`config.mk`:
```
export PLATFORM = sky130hd
export DESIGN_NAME = ddr_exec_pipe
export DESIGN_NICKNAME = d
export VERILOG_FILES = /design/src/rtl/ddr_exec_pkg.sv /design/src/rtl/ddr_exec_slot.sv /design/src/rtl/ddr_exec_shift.sv /design/src/rtl/ddr_exec_rdcap.sv /design/src/rtl/ddr_exec_pipe.sv
export SDC_FILE = /design/constraint.sdc
export NUM_CORES = 1
export LEC_CHECK = 0
export ABC_AREA = 1
export BUFFER_PORTS_ARGS = -buffer_cell sky130_fd_sc_hd__buf_2
export CAP_MARGIN = 20
export CORE_MARGIN = 2
export CORE_UTILIZATION = 45
export DETAILED_ROUTE_END_ITERATION = 10
export PLACE_DENSITY = 0.79
export SYNTH_ARGS = -nofsm -noshare
export SYNTH_HDL_FRONTEND = slang
export SYNTH_SLANG_ARGS = --single-unit
export TNS_END_PERCENT = 30
```
`constraint.sdc`:
```
create_clock -name clk_i -period 2.6 [get_ports clk_i]
set_input_delay 0.52 -clock clk_i [delete_from_list [all_inputs] [get_ports clk_i]]
set_output_delay 0.52 -clock clk_i [all_outputs]
set_load 0.1 [all_outputs]
```
`src/rtl/ddr_exec_pkg.sv`:
```
package ddr_exec_pkg;
  localparam logic [2:0] OP_NOP = 3'd0;
  localparam logic [2:0] OP_ACT = 3'd1;
  localparam logic [2:0] OP_PRE = 3'd2;
  localparam logic [2:0] OP_REF = 3'd3;
  localparam logic [2:0] OP_RD  = 3'd4;
  localparam logic [2:0] OP_WR  = 3'd5;
  localparam logic [2:0] OP_MRS = 3'd6;
endpackage

```
`src/rtl/ddr_exec_slot.sv`:
```
module ddr_exec_slot (
  input  logic clk_i,
  input  logic rst_ni,
  input  logic valid_i,
  output logic open_o,
  output logic take_o
);
  logic odd_q;

  always_ff @(posedge clk_i or negedge rst_ni) begin
    if (!rst_ni) odd_q <= 1'b0;
    else         odd_q <= ~odd_q;
  end

  assign open_o = ~odd_q;
  assign take_o = valid_i & ~odd_q;
endmodule

```
`src/rtl/ddr_exec_shift.sv`:
```
module ddr_exec_shift #(
  parameter int unsigned W     = 8,
  parameter int unsigned DEPTH = 9
) (
  input  logic         clk_i,
  input  logic         rst_ni,
  input  logic [W-1:0] d_i,
  output logic [W-1:0] q_o [DEPTH]
);
  for (genvar k = 0; k < DEPTH; k++) begin : g_stage
    always_ff @(posedge clk_i or negedge rst_ni) begin
      if (!rst_ni)     q_o[k] <= '0;
      else if (k == 0) q_o[k] <= d_i;
      else             q_o[k] <= q_o[(k == 0) ? 0 : k-1];
    end
  end
endmodule

```
`src/rtl/ddr_exec_rdcap.sv`:
```
module ddr_exec_rdcap #(
  parameter int unsigned DW = 16
) (
  input  logic            clk_i,
  input  logic            rst_ni,
  input  logic            cap_lo_i,
  input  logic            cap_hi_i,
  input  logic [DW-1:0]   dq_i,
  output logic [2*DW-1:0] data_o
);
  logic [DW-1:0] lo_q, hi_q;

  always_ff @(posedge clk_i or negedge rst_ni) begin
    if (!rst_ni) begin
      lo_q <= '0;
      hi_q <= '0;
    end else begin
      if (cap_lo_i) lo_q <= dq_i;
      if (cap_hi_i) hi_q <= dq_i;
    end
  end

  assign data_o = {hi_q, lo_q};
endmodule

```
`src/rtl/ddr_exec_pipe.sv`:
```
module ddr_exec_pipe
  import ddr_exec_pkg::*;
#(
  parameter int unsigned DW           = 16,
  parameter int unsigned MW           = DW / 8,
  parameter int unsigned TAG_W        = 4,
  parameter int unsigned ADDR_W       = 13,
  parameter int unsigned WR_LAUNCH_ST = 2,
  parameter int unsigned WR_DONE_ST   = 7,
  parameter int unsigned RD_CAP_ST    = 7
) (
  input  logic              clk_i,
  input  logic              rst_ni,
  input  logic              cmd_valid_i,
  input  logic [2:0]        cmd_op_i,
  input  logic [ADDR_W-1:0] cmd_addr_i,
  input  logic [TAG_W-1:0]  cmd_tag_i,
  input  logic [2*DW-1:0]   cmd_wdata_i,
  input  logic [2*MW-1:0]   cmd_mask_i,
  output logic              slot_open_o,
  output logic [2:0]        dram_cmd_o,
  output logic [ADDR_W-1:0] dram_addr_o,
  output logic [DW-1:0]     dq_o,
  output logic              dq_oe_o,
  output logic [MW-1:0]     dm_o,
  output logic              dqs_oe_o,
  input  logic [DW-1:0]     rd_dq_i,
  output logic              wr_done_o,
  output logic [TAG_W-1:0]  wr_tag_o,
  output logic              rd_done_o,
  output logic [TAG_W-1:0]  rd_tag_o,
  output logic [2*DW-1:0]   rd_data_o
);
  localparam int unsigned DQS_ST     = WR_LAUNCH_ST + 1;
  localparam int unsigned RD_DONE_ST = RD_CAP_ST + 2;
  localparam int unsigned DEPTH      = (RD_DONE_ST > WR_DONE_ST) ? RD_DONE_ST : WR_DONE_ST;

  typedef struct packed {
    logic              vld;
    logic [2:0]        op;
    logic [TAG_W-1:0]  tag;
    logic [ADDR_W-1:0] addr;
    logic [2*DW-1:0]   wdata;
    logic [2*MW-1:0]   mask;
  } stg_t;
  localparam int unsigned SW = $bits(stg_t);

  logic take;
  stg_t in_s;
  logic [SW-1:0] pipe [DEPTH];
  stg_t st [DEPTH];
  logic [DEPTH-1:0] is_rd, is_wr;

  ddr_exec_slot u_slot (
    .clk_i  (clk_i),
    .rst_ni (rst_ni),
    .valid_i(cmd_valid_i),
    .open_o (slot_open_o),
    .take_o (take)
  );

  always_comb begin
    in_s = '0;
    if (take && cmd_op_i != OP_NOP) begin
      in_s.vld   = 1'b1;
      in_s.op    = cmd_op_i;
      in_s.tag   = cmd_tag_i;
      in_s.addr  = cmd_addr_i;
      in_s.wdata = cmd_wdata_i;
      in_s.mask  = cmd_mask_i;
    end
  end

  ddr_exec_shift #(.W(SW), .DEPTH(DEPTH)) u_shift (
    .clk_i (clk_i),
    .rst_ni(rst_ni),
    .d_i   (in_s),
    .q_o   (pipe)
  );

  for (genvar k = 0; k < DEPTH; k++) begin : g_dec
    assign st[k]    = stg_t'(pipe[k]);
    assign is_rd[k] = st[k].vld && st[k].op == OP_RD;
    assign is_wr[k] = st[k].vld && st[k].op == OP_WR;
  end

  // stage s lives in st[s-1]
  assign dram_cmd_o  = st[0].vld ? st[0].op   : OP_NOP;
  assign dram_addr_o = st[0].vld ? st[0].addr : '0;

  always_comb begin
    dq_o = '0;
    dm_o = '0;
    if (is_wr[WR_LAUNCH_ST-1]) begin
      dq_o = st[WR_LAUNCH_ST-1].wdata[DW-1:0];
      dm_o = st[WR_LAUNCH_ST-1].mask[MW-1:0];
    end else if (is_wr[WR_LAUNCH_ST]) begin
      dq_o = st[WR_LAUNCH_ST].wdata[2*DW-1:DW];
      dm_o = st[WR_LAUNCH_ST].mask[2*MW-1:MW];
    end
  end
  assign dq_oe_o  = is_wr[WR_LAUNCH_ST-1] | is_wr[WR_LAUNCH_ST];
  assign dqs_oe_o = is_wr[DQS_ST-1] | is_wr[DQS_ST];

  assign wr_done_o = is_wr[WR_DONE_ST-1];
  assign wr_tag_o  = wr_done_o ? st[WR_DONE_ST-1].tag : '0;

  logic [2*DW-1:0] cap_data;
  ddr_exec_rdcap #(.DW(DW)) u_rdcap (
    .clk_i   (clk_i),
    .rst_ni  (rst_ni),
    .cap_lo_i(is_rd[RD_CAP_ST-1]),
    .cap_hi_i(is_rd[RD_CAP_ST]),
    .dq_i    (rd_dq_i),
    .data_o  (cap_data)
  );

  assign rd_done_o = is_rd[RD_DONE_ST-1];
  assign rd_tag_o  = rd_done_o ? st[RD_DONE_ST-1].tag : '0;
  assign rd_data_o = rd_done_o ? cap_data : '0;
endmodule

```
==> flow_metrics.tcl, run 1 <==
set metrics [dict create \
    ys_ff_latch 208 \
    cp_common_cell "nand2_1" \
    dp_hpwl_um 7530 \
    setup.worst_path.start_class "flip-flop" \
    vias 4268 \
    skew_ns 0.0127 \
    power_switching_share_pct 24.2 \
    clock_path_buffers 3 \
    start_util_pct 45.7 \
    switchingPower_mw 1.67 \
    fp.dieArea_mm2 0.0163 \
    nets 857 \
    path_delay_family "buffers and inverters" \
    reg2reg_from "u_shift.q_o[168]$_DFF_PN0_" \
    synth_top_area_share_pct 75.8 \
    grt_antenna_before_repair 1 \
    synth_cells 614 \
    routed_wl_um 11500 \
    htree_levels 1 \
    crit_fanout 18 \
    maxSlewHeadroom_pct 57.6 \
    yosys.area.top_type "dfrtp_1" \
    setup_viol 0 \
    worst-path-buf-inv 3 \
    numCtsBuffers 21 \
    clkPwrFrac_pct 40.4 \
    synth_fp_nets 689 \
    clkTransAtPathRegs_ns 0.06 \
    slowest_stage "buf_2" \
    tns_ns 0 \
    critPathLaunch "u_shift.q_o[453]$_DFF_PN0_" \
    final_common_cell "dfrtp_1" \
    cts_tree "built" \
    pre_cts_ws_ns 0.481 \
    n_antenna_cell 0 \
    total_power_mw 6.87 \
    dpl.cell_count 945 \
    synth_warnings 0 \
    clock_latency_ns 0.48 \
    die_w_um 128 \
    first_iter_violations 230 \
    synth_area_mm2 0.00687 \
    cts_hold_buf 0 \
    report.final.slew_viol_count 0 \
    rsz0062_at_grt "false" \
    cts_sinks 208 \
    hold_ws_ns 0.0696 \
    power_density_mw_per_mm2 800 \
    place.gp.congestion 0.727 \
    seq_power_share_pct 51.5 \
    vias_per_cell 4.33 \
    rows 45 \
    layout.cells.non_filler 985 \
    area_delta_synth_final_pct 25.1 \
    outcome "finished, final reports clean" \
    critPathKind "flip-flop to primary output" \
    core_area_mm2 0.0150 \
    power_leakage_nw 5.13 \
    end_kind "primary output" \
    p_int_mw 5.21 \
    cts-root-buf "clkbuf_16" \
    synth_area_leaders "dfrtp_1, inv_1, nor2_1" \
    layout_common_cells "dfrtp_1, buf_2, inv_1" \
    crit_arrival_ns 1.92 \
    grt_max_degree 82 \
    finalCritPeriodShare_pct 94.0 \
    grt_pass1_vias 4237 \
    required_ns 2.08 \
    io_pins 154 \
    fillers 1297 \
    peakVddDrop_v 0.000649 \
    setup_ws_ns 0.155 \
    grt_overflow 0 \
    port_buffers 153 \
    synth_seq_area_share_pct 75.8 \
    worstPathCellList "inv_1 -> nand2_1 -> nor2_4 -> buf_12 -> nand2_1 -> nand2_1 -> buf_2" \
    period_minus_slack_ns 2.44 \
    cpPeakStageDelay_ns 0.42 \
    routedWlPerCell_um 11.7 \
    drive_above_1_share_pct 25.6 \
    hold_class "input port to async pin" \
    final_hold_viol_count 0 \
    drt-pass1-iter-count 4 \
    grt_usage_pct 14.7 \
    worst_pin_slew_ns 0.637 \
    synth.distinct_cells 15 \
    grt_pass1_wl_um 19500 \
    drc 0 \
    ant_nets 0 \
    maxCapViolations 0 \
    die_h_um 128 \
    syn_area_per_cell_um2 11.2 \
    combPwrFrac_pct 8.2 \
    fmax_mhz 409 \
]
[layer usage]
| layer | vias up | track usage (%) | wire (um) |
|---|---|---|---|
| met3 | 17 | 4.56 | 938 |
| met1 | 1991 | 18.3 | 4860 |
| met5 | - | 0 | 13 |
| met4 | 2 | 3.88 | 150 |
| met2 | 140 | 25.0 | 5580 |
| li1 | 2118 | - | - |
[registers in the layout, summed over array words and instances, names as in the netlist]
register      cells
u_rdcap.hi_q     16
u_rdcap.lo_q     16
u_shift.q_o     175
u_slot.odd_q      1
[worst register-to-register path, stage by stage (launching register included)]
cell	delay [ns]
dfrtp_1	0.39
nor2_1	0.13
nand3_2	0.45
o21ai_0	0.39
[path summary, 6_finish.rpt]
check                                                     to  cells after the start  slack [ns]
worst min register to register    u_shift.q_o[422]$_DFF_PN0_                      0        0.34
worst max-delay path                                 dm_o[0]                      7        0.16
worst max register to register  u_rdcap.lo_q[10]$_DFFE_PN0P_                      3        1.14
worst min-delay path               u_shift.q_o[51]$_DFF_PN0_                      1        0.07
min in group clk_i                u_shift.q_o[497]$_DFF_PN0_                      3        0.24
max in group asynchronous         u_shift.q_o[412]$_DFF_PN0_                      2        1.78
[area by class of cell]
type	instances	area, um^2	share of cell area (%)
clock buffers	29	596	6.93
clock inverters	9	57.6	0.670
inverters	137	514	5.99
multi-input cells	250	1060	12.3
flip-flops and latches	208	5200	60.6
well taps	188	235	2.74
repair buffers	164	925	10.8
[per-stage QoR]
step / util, % / cell area (um^2)
finish: 57.2 / 8590
global route: 57.2 / 8590
CTS: 56.8 / 8540
detailed placement: 52.4 / 7870
global placement: 52.4 / 7870
floorplan: - / 6870
[synth_stat cells]
library cell  instances
buf_4                 2
nand4_1               2
nand3_2               3
clkbuf_1              2
inv_1               137
o21ai_0              29
buf_2                14
nor2_4                2
clkbuf_2              1
o21ai_1               3
nand2_1              91
nand3_1              20
dfrtp_1             208
nand4_2               1
nor2_1               99
[cell families after synthesis]
logic type / after synthesis / share of synthesized area, %
compound gates: 32 / 2.33
buf+inv: 156 / 8.91
flops: 208 / 75.8
simple gates: 218 / 13.0
[power groups by stage]
stage	logic, mW	clock network [mW]	registers [mW]
after floorplan	0.384	0	3.57
after global placement	0.555	0	3.58
after detailed placement	0.568	0	3.60
after CTS	0.571	2.86	3.54
after global routing	0.629	3.01	3.56
final	0.561	2.77	3.54
[repair_timing]
action,in CTS,in global routing
resized for setup,6,2
setup buffers,0,2
pin swaps,0,2
setup endpoints to repair,8,17
(Power assumes the default switching activity.)
==> run 2, diff against run 1 <==
--- a/config.mk
+++ b/config.mk
@@ -9,9 +9,10 @@
 export BUFFER_PORTS_ARGS = -buffer_cell sky130_fd_sc_hd__buf_2
 export CAP_MARGIN = 20
 export CORE_MARGIN = 2
-export CORE_UTILIZATION = 45
+export CORE_UTILIZATION = 40
 export DETAILED_ROUTE_END_ITERATION = 10
-export PLACE_DENSITY = 0.79
+export PLACE_DENSITY = 0.73
+export REMOVE_ABC_BUFFERS = 1
 export SYNTH_ARGS = -nofsm -noshare
 export SYNTH_HDL_FRONTEND = slang
 export SYNTH_SLANG_ARGS = --single-unit
==> run 2 against run 1 <==
Worst setup slack improved by 0.0095 ns. Highest routed layer unchanged. Clock-buffer cell count unchanged. Hold slack got worse by 0.063 ns. Largest cell class unchanged. Clock skew up 0.0073 ns. Non-clock buffer count decreased by 1. Global-route usage decreased by 1.5 points. Maximum frequency is 0.39% higher. Sequential share of layout area is 1.2 points lower. Power rose by 4.1%. Via count shrank 1.7%. Register-to-register slack hardly changed. Cell count grew 3.4%.
==> flow_metrics.tcl, run 2 (synthesized netlist as in run 1, its figures left out) <==
set metrics [dict create \
    grt_antenna_before_repair 1 \
    rsz0062_at_grt "false" \
    reg2reg_depth 3 \
    worstPathCellList "nor2_1 -> nand3_2 -> buf_4 -> nor2_1 -> buf_2" \
    cts_tree "built" \
    cts_hold_buf 0 \
    cpPeakStageDelay_ns 0.45 \
    slowest_stage "buf_2" \
    layout.cells.non_filler 1018 \
    cts-root-buf "clkbuf_16" \
    first_iter_violations 221 \
    reg2reg_slack_ns 1.15 \
    reg.largest.list "u_shift.q_o: 175 flops, u_rdcap.hi_q: 16 flops, u_rdcap.lo_q: 16 flops" \
    die_h_um 135 \
    htree_levels 1 \
    drc 0 \
    finalCritPeriodShare_pct 93.7 \
    dp_hpwl_um 7530 \
    rows 47 \
    area_delta_synth_final_pct 27.6 \
    fmax_mhz 411 \
    end_kind "primary output" \
    cp_common_cell "nor2_1" \
    drive_above_1_share_pct 25.6 \
    pre_cts_ws_ns 0.449 \
    grt_max_degree 68 \
    regMostFlops "u_shift.q_o" \
    numCtsBuffers 22 \
    start_util_pct 41.1 \
    timing.rr.end "u_rdcap.lo_q[8]$_DFFE_PN0P_" \
    fin_area_mm2 0.00876 \
    vias_per_cell 4.12 \
    setup_ws_ns 0.165 \
    fp.dieArea_mm2 0.0182 \
    die_w_um 135 \
    cts_sinks 208 \
    grt_pass1_vias 4199 \
    clock_path_buffers 3 \
    vias 4195 \
    port_buffers 153 \
    place.gp.congestion 0.709 \
    hold_class "input port to async pin" \
    final_hold_viol_count 0 \
    outcome "finished, final reports clean" \
    final_common_cell "dfrtp_1" \
    total_power_mw 7.15 \
    critPathKind "flip-flop to primary output" \
    drt-pass1-iter-count 5 \
    clkTransAtPathRegs_ns 0.06 \
    post-route-util_pct 52.5 \
    setup.worst_path.start_class "flip-flop" \
    skew_ns 0.0200 \
    grt_usage_pct 13.2 \
    tns_ns 0 \
    core_area_mm2 0.0167 \
    nets 857 \
    reg2reg_from "u_shift.q_o[168]$_DFF_PN0_" \
    grt_overflow 0 \
    n_antenna_cell 0 \
    grt_pass1_wl_um 19400 \
    crit_arrival_ns 1.92 \
    place_area_mm2 0.00792 \
    io_pins 154 \
    power_leakage_nw 5.17 \
    routedWlPerCell_um 11.3 \
    dpl.cell_count 974 \
    clock_latency_ns 0.50 \
    hold_ws_ns 0.00698 \
    power_density_mw_per_mm2 816 \
    report.final.slew_viol_count 0 \
    setup_viol 0 \
    crit_fanout 37 \
    worst_pin_slew_ns 0.565 \
    peakVddDrop_v 0.000645 \
    ant_nets 0 \
    largest_reg_flops 175 \
    maxSlewHeadroom_pct 62.3 \
    routed_wl_um 11500 \
    layout_common_cells "dfrtp_1, inv_1, buf_2" \
    maxCapViolations 0 \
    required_ns 2.08 \
    period_minus_slack_ns 2.44 \
]
run 2: changes by cell type in the layout (fill, tap and decap cells not counted):
cell       before  now
buf_2         145  134
buf_4          13   21
buf_12          4    7
bufinv_16       0    2
clkbuf_8        5    3
clkbuf_1        4    5
clkbuf_16      21   22
clkbuf_4        1    0
clkinv_2        5    4
clkinv_8        0    1
inv_6           2    1
inv_8           0    1
run 2: timing repair:
| action | CTS | global route |
|---|---|---|
| setup buffers | 2 | 2 |
| cloned | 0 | 0 |
| pin swaps | 1 | 1 |
| gates resized for setup | 19 | 0 |
| setup endpoints to repair | 20 | 9 |
run 2: worst max path at each step:
stage | startpoint | end | slack, ns | depth (start not counted)
2_1_floorplan | u_shift.q_o[54]$_DFF_PN0_ | rd_data_o[0] | -0.18 | 3
3_3_place_gp | u_shift.q_o[453]$_DFF_PN0_ | dq_oe_o | 0.48 | 4
3_5_place_dp | u_shift.q_o[453]$_DFF_PN0_ | dq_oe_o | 0.45 | 4
4_1_cts | u_shift.q_o[453]$_DFF_PN0_ | dq_o[5] | 0.04 | 6
5_1_grt | u_shift.q_o[453]$_DFF_PN0_ | dq_oe_o | 0.04 | 4
6_report | u_shift.q_o[54]$_DFF_PN0_ | rd_data_o[14] | 0.16 | 5
run 2: report_power, final:
part	internal, mW	switching (mW)	total [mW]	leakage (nW)
clock	1.84	1.22	3.06	0.353
combinational	0.152	0.410	0.562	2.09
sequential	3.44	0.0890	3.53	2.73
run 2: area by class of cell:
cell class	instances	area (um^2)
Timing Repair Buffer	163	982
Inverter	137	514
Clock inverter	11	131
Multi-Input combinational cell	250	1060
Sequential cell	208	5200
Tap cell	220	275
Clock buffer	29	597
Fill cell	1471	7940
run 2: per-layer routing:
metal / vias to the layer above / wire length [um] / global-route usage (%)
li1: 2110 / - / -
met1: 1929 / 4970 / 16.7
met2: 137 / 5200 / 21.2
met3: 17 / 1210 / 5.56
met4: 2 / 119 / 3.30
met5: - / 7 / 0
run 2: worst max-delay path, delay by kind of cell, from the launching register on:
family / cells / cell delay [ns]
flops: 1 / 0.35
buf+inv: 2 / 0.69
simple gates: 3 / 0.37
==> run 3, diff against run 2 <==
--- a/config.mk
+++ b/config.mk
@@ -10,6 +10,7 @@
 export CAP_MARGIN = 20
 export CORE_MARGIN = 2
 export CORE_UTILIZATION = 40
+export CTS_BUF_LIST = sky130_fd_sc_hd__clkbuf_2
 export DETAILED_ROUTE_END_ITERATION = 10
 export PLACE_DENSITY = 0.73
 export REMOVE_ABC_BUFFERS = 1
==> run 3 against run 2 <==
First-iteration DRC count decreased by 21%. Cell count increased by 12%. Routed wire length increased by 27%. Clock skew decreased by 0.0026 ns. Critical endpoint is now rd_data_o[18]. Highest routed layer is now met4.
==> flow_metrics.tcl, run 3 (synthesized netlist as in run 1, its figures left out) <==
set metrics [dict create \
    outcome "finished, final reports clean" \
    port_buffers 153 \
    setup_ws_ns 0.152 \
    core_area_mm2 0.0167 \
    place_area_mm2 0.00792 \
    grt_pass1_vias 5111 \
    slowest_stage "dfrtp_1" \
    routedWlPerCell_um 12.7 \
    nets 964 \
    cts_sinks 208 \
    total_power_mw 6.21 \
    drt-pass1-iter-count 4 \
    switchingPower_mw 1.75 \
    grt_usage_pct 16.4 \
    cts_tree "built" \
    regMostFlops "u_shift.q_o" \
    required_ns 2.08 \
    top_usage_layer "met2" \
    vias 4877 \
    clock_latency_ns 0.75 \
    first_iter_violations 174 \
    largest_reg_flops 175 \
    clkTransAtPathRegs_ns 0.10 \
    seq_power_share_pct 56.8 \
    place.gp.congestion 0.709 \
    routed_wl_um 14600 \
    fmax_mhz 408 \
    reg.largest.list "u_shift.q_o: 175 flops, u_rdcap.hi_q: 16 flops, u_rdcap.lo_q: 16 flops" \
    end_kind "primary output" \
    report.final.slew_viol_count 0 \
    rows 47 \
    met1_usage_pct 18.4 \
    die_w_um 135 \
    layout.cells.non_filler 1145 \
    grtUsageMet2_pct 27.6 \
    p_int_mw 4.46 \
    power_density_mw_per_mm2 633 \
    ant_nets 0 \
    drc 0 \
    final_common_cell "dfrtp_1" \
    fin_area_mm2 0.00981 \
    final_hold_viol_count 0 \
    tns_ns 0 \
    maxCapViolations 0 \
    cts-root-buf "clkbuf_2" \
    period_minus_slack_ns 2.45 \
    rsz0062_at_grt "true" \
    post-route-util_pct 58.7 \
    htree_levels 2 \
    reg2reg_slack_ns 1.09 \
    die_h_um 135 \
    cpPeakStageDelay_ns 0.38 \
    io_pins 154 \
    crit_fanout 37 \
    hold_ws_ns 0.266 \
    vias_per_cell 4.26 \
    dp_hpwl_um 7530 \
    power_switching_share_pct 28.1 \
    peakVddDrop_v 0.000404 \
    grt_pass1_wl_um 23400 \
    grt_antenna_before_repair 0 \
    clock_path_buffers 3 \
    setup_viol 0 \
    power_leakage_nw 5.57 \
    crit_arrival_ns 1.93 \
    drive_above_1_share_pct 29.8 \
    skew_ns 0.0174 \
    grt_max_degree 68 \
    finalCritPeriodShare_pct 94.2 \
    area_delta_synth_final_pct 42.8 \
    globalRouteMet3Util_pct 6.91 \
    critPathKind "flip-flop to primary output" \
    maxSlewHeadroom_pct 60.9 \
    combPwrFrac_pct 11.2 \
    grt_overflow 0 \
    numCtsBuffers 52 \
    clkPwrFrac_pct 32.0 \
    n_antenna_cell 0 \
    setup.worst_path.start_class "flip-flop" \
    fp.dieArea_mm2 0.0182 \
    start_util_pct 41.1 \
    dpl.cell_count 974 \
    worstPathCellList "nor2_2 -> nand3_2 -> buf_12 -> nor2_1 -> buf_6" \
    worst_pin_slew_ns 0.585 \
    layout_common_cells "dfrtp_1, inv_1, nor2_1" \
    pre_cts_ws_ns 0.449 \
    hold_class "input port to flip-flop" \
]
-- run 3: changes by cell type in the layout (fill, tap and decap cells not counted), moves of 5 or more --
cell | before | now
buf_6 | 0 | 36
buf_12 | 7 | 28
dlygate4sd3_1 | 0 | 75
clkinv_1 | 0 | 10
clkbuf_2 | 0 | 76
buf_4 | 21 | 9
nand2_1 | 91 | 70
buf_2 | 134 | 90
clkbuf_16 | 22 | 0
clkbuf_1 | 5 | 0
nand2_2 | 0 | 21
-- run 3: worst max-delay path: cells and delay by family (launching register included) --
kind                   cells  cell delay (ns)
buffers and inverters      2             0.44
flip-flops                 1             0.38
AND/OR/NAND/NOR            3             0.38
-- run 3: path summary, 6_finish.rpt --
| check | startpoint | end | cells past startpoint |
|---|---|---|---|
| setup / recovery | u_shift.q_o[54]$_DFF_PN0_ | rd_data_o[18] | 5 |
| hold / removal | cmd_valid_i | u_shift.q_o[504]$_DFF_PN0_ | 3 |
| setup reg to reg | u_shift.q_o[168]$_DFF_PN0_ | u_rdcap.lo_q[13]$_DFFE_PN0P_ | 3 |
| hold reg to reg | u_shift.q_o[477]$_DFF_PN0_ | u_shift.q_o[420]$_DFF_PN0_ | 0 |
| max in group asynchronous | rst_ni | u_shift.q_o[458]$_DFF_PN0_ | 3 |
| min in group asynchronous | rst_ni | u_shift.q_o[168]$_DFF_PN0_ | 2 |
-- run 3: power by group through the flow --
stage	clock [mW]	sequential, mW	combinational (mW)
5_1_grt	2.25	3.56	0.767
3_3_place_gp	0	3.58	0.556
6_report	1.98	3.53	0.695
3_5_place_dp	0	3.59	0.568
4_1_cts	2.08	3.53	0.672
2_1_floorplan	0	3.57	0.376
-- run 3: what timing repair did --
action                     in CTS  in global routing
hold buffers                   75                  0
setup endpoints to repair      77                 60
buffers inserted                6                  0
pin swaps                       2                  3
gates cloned                    0                  0
hold endpoints to repair      149                  0
gates resized for setup       110                 77
-- run 3: final cells by class --
type / instances / area, um^2
fill: 1335 / 6890
sequential: 208 / 5210
clock inverter: 14 / 60.1
timing repair buffer: 240 / 2260
inverter: 137 / 514
clock buffer: 76 / 380
multi-input combinational: 250 / 1120
tap: 220 / 275
-- run 3: routing by layer --
| metal | routed length [um] | vias to the layer above | part of all wire, % |
|---|---|---|---|
| li1 | - | 2358 | - |
| met1 | 5660 | 2296 | 39 |
| met2 | 7320 | 197 | 50 |
| met3 | 1330 | 26 | 9.1 |
| met4 | 269 | 0 | 1.8 |
| met5 | 0 | - | 0 |
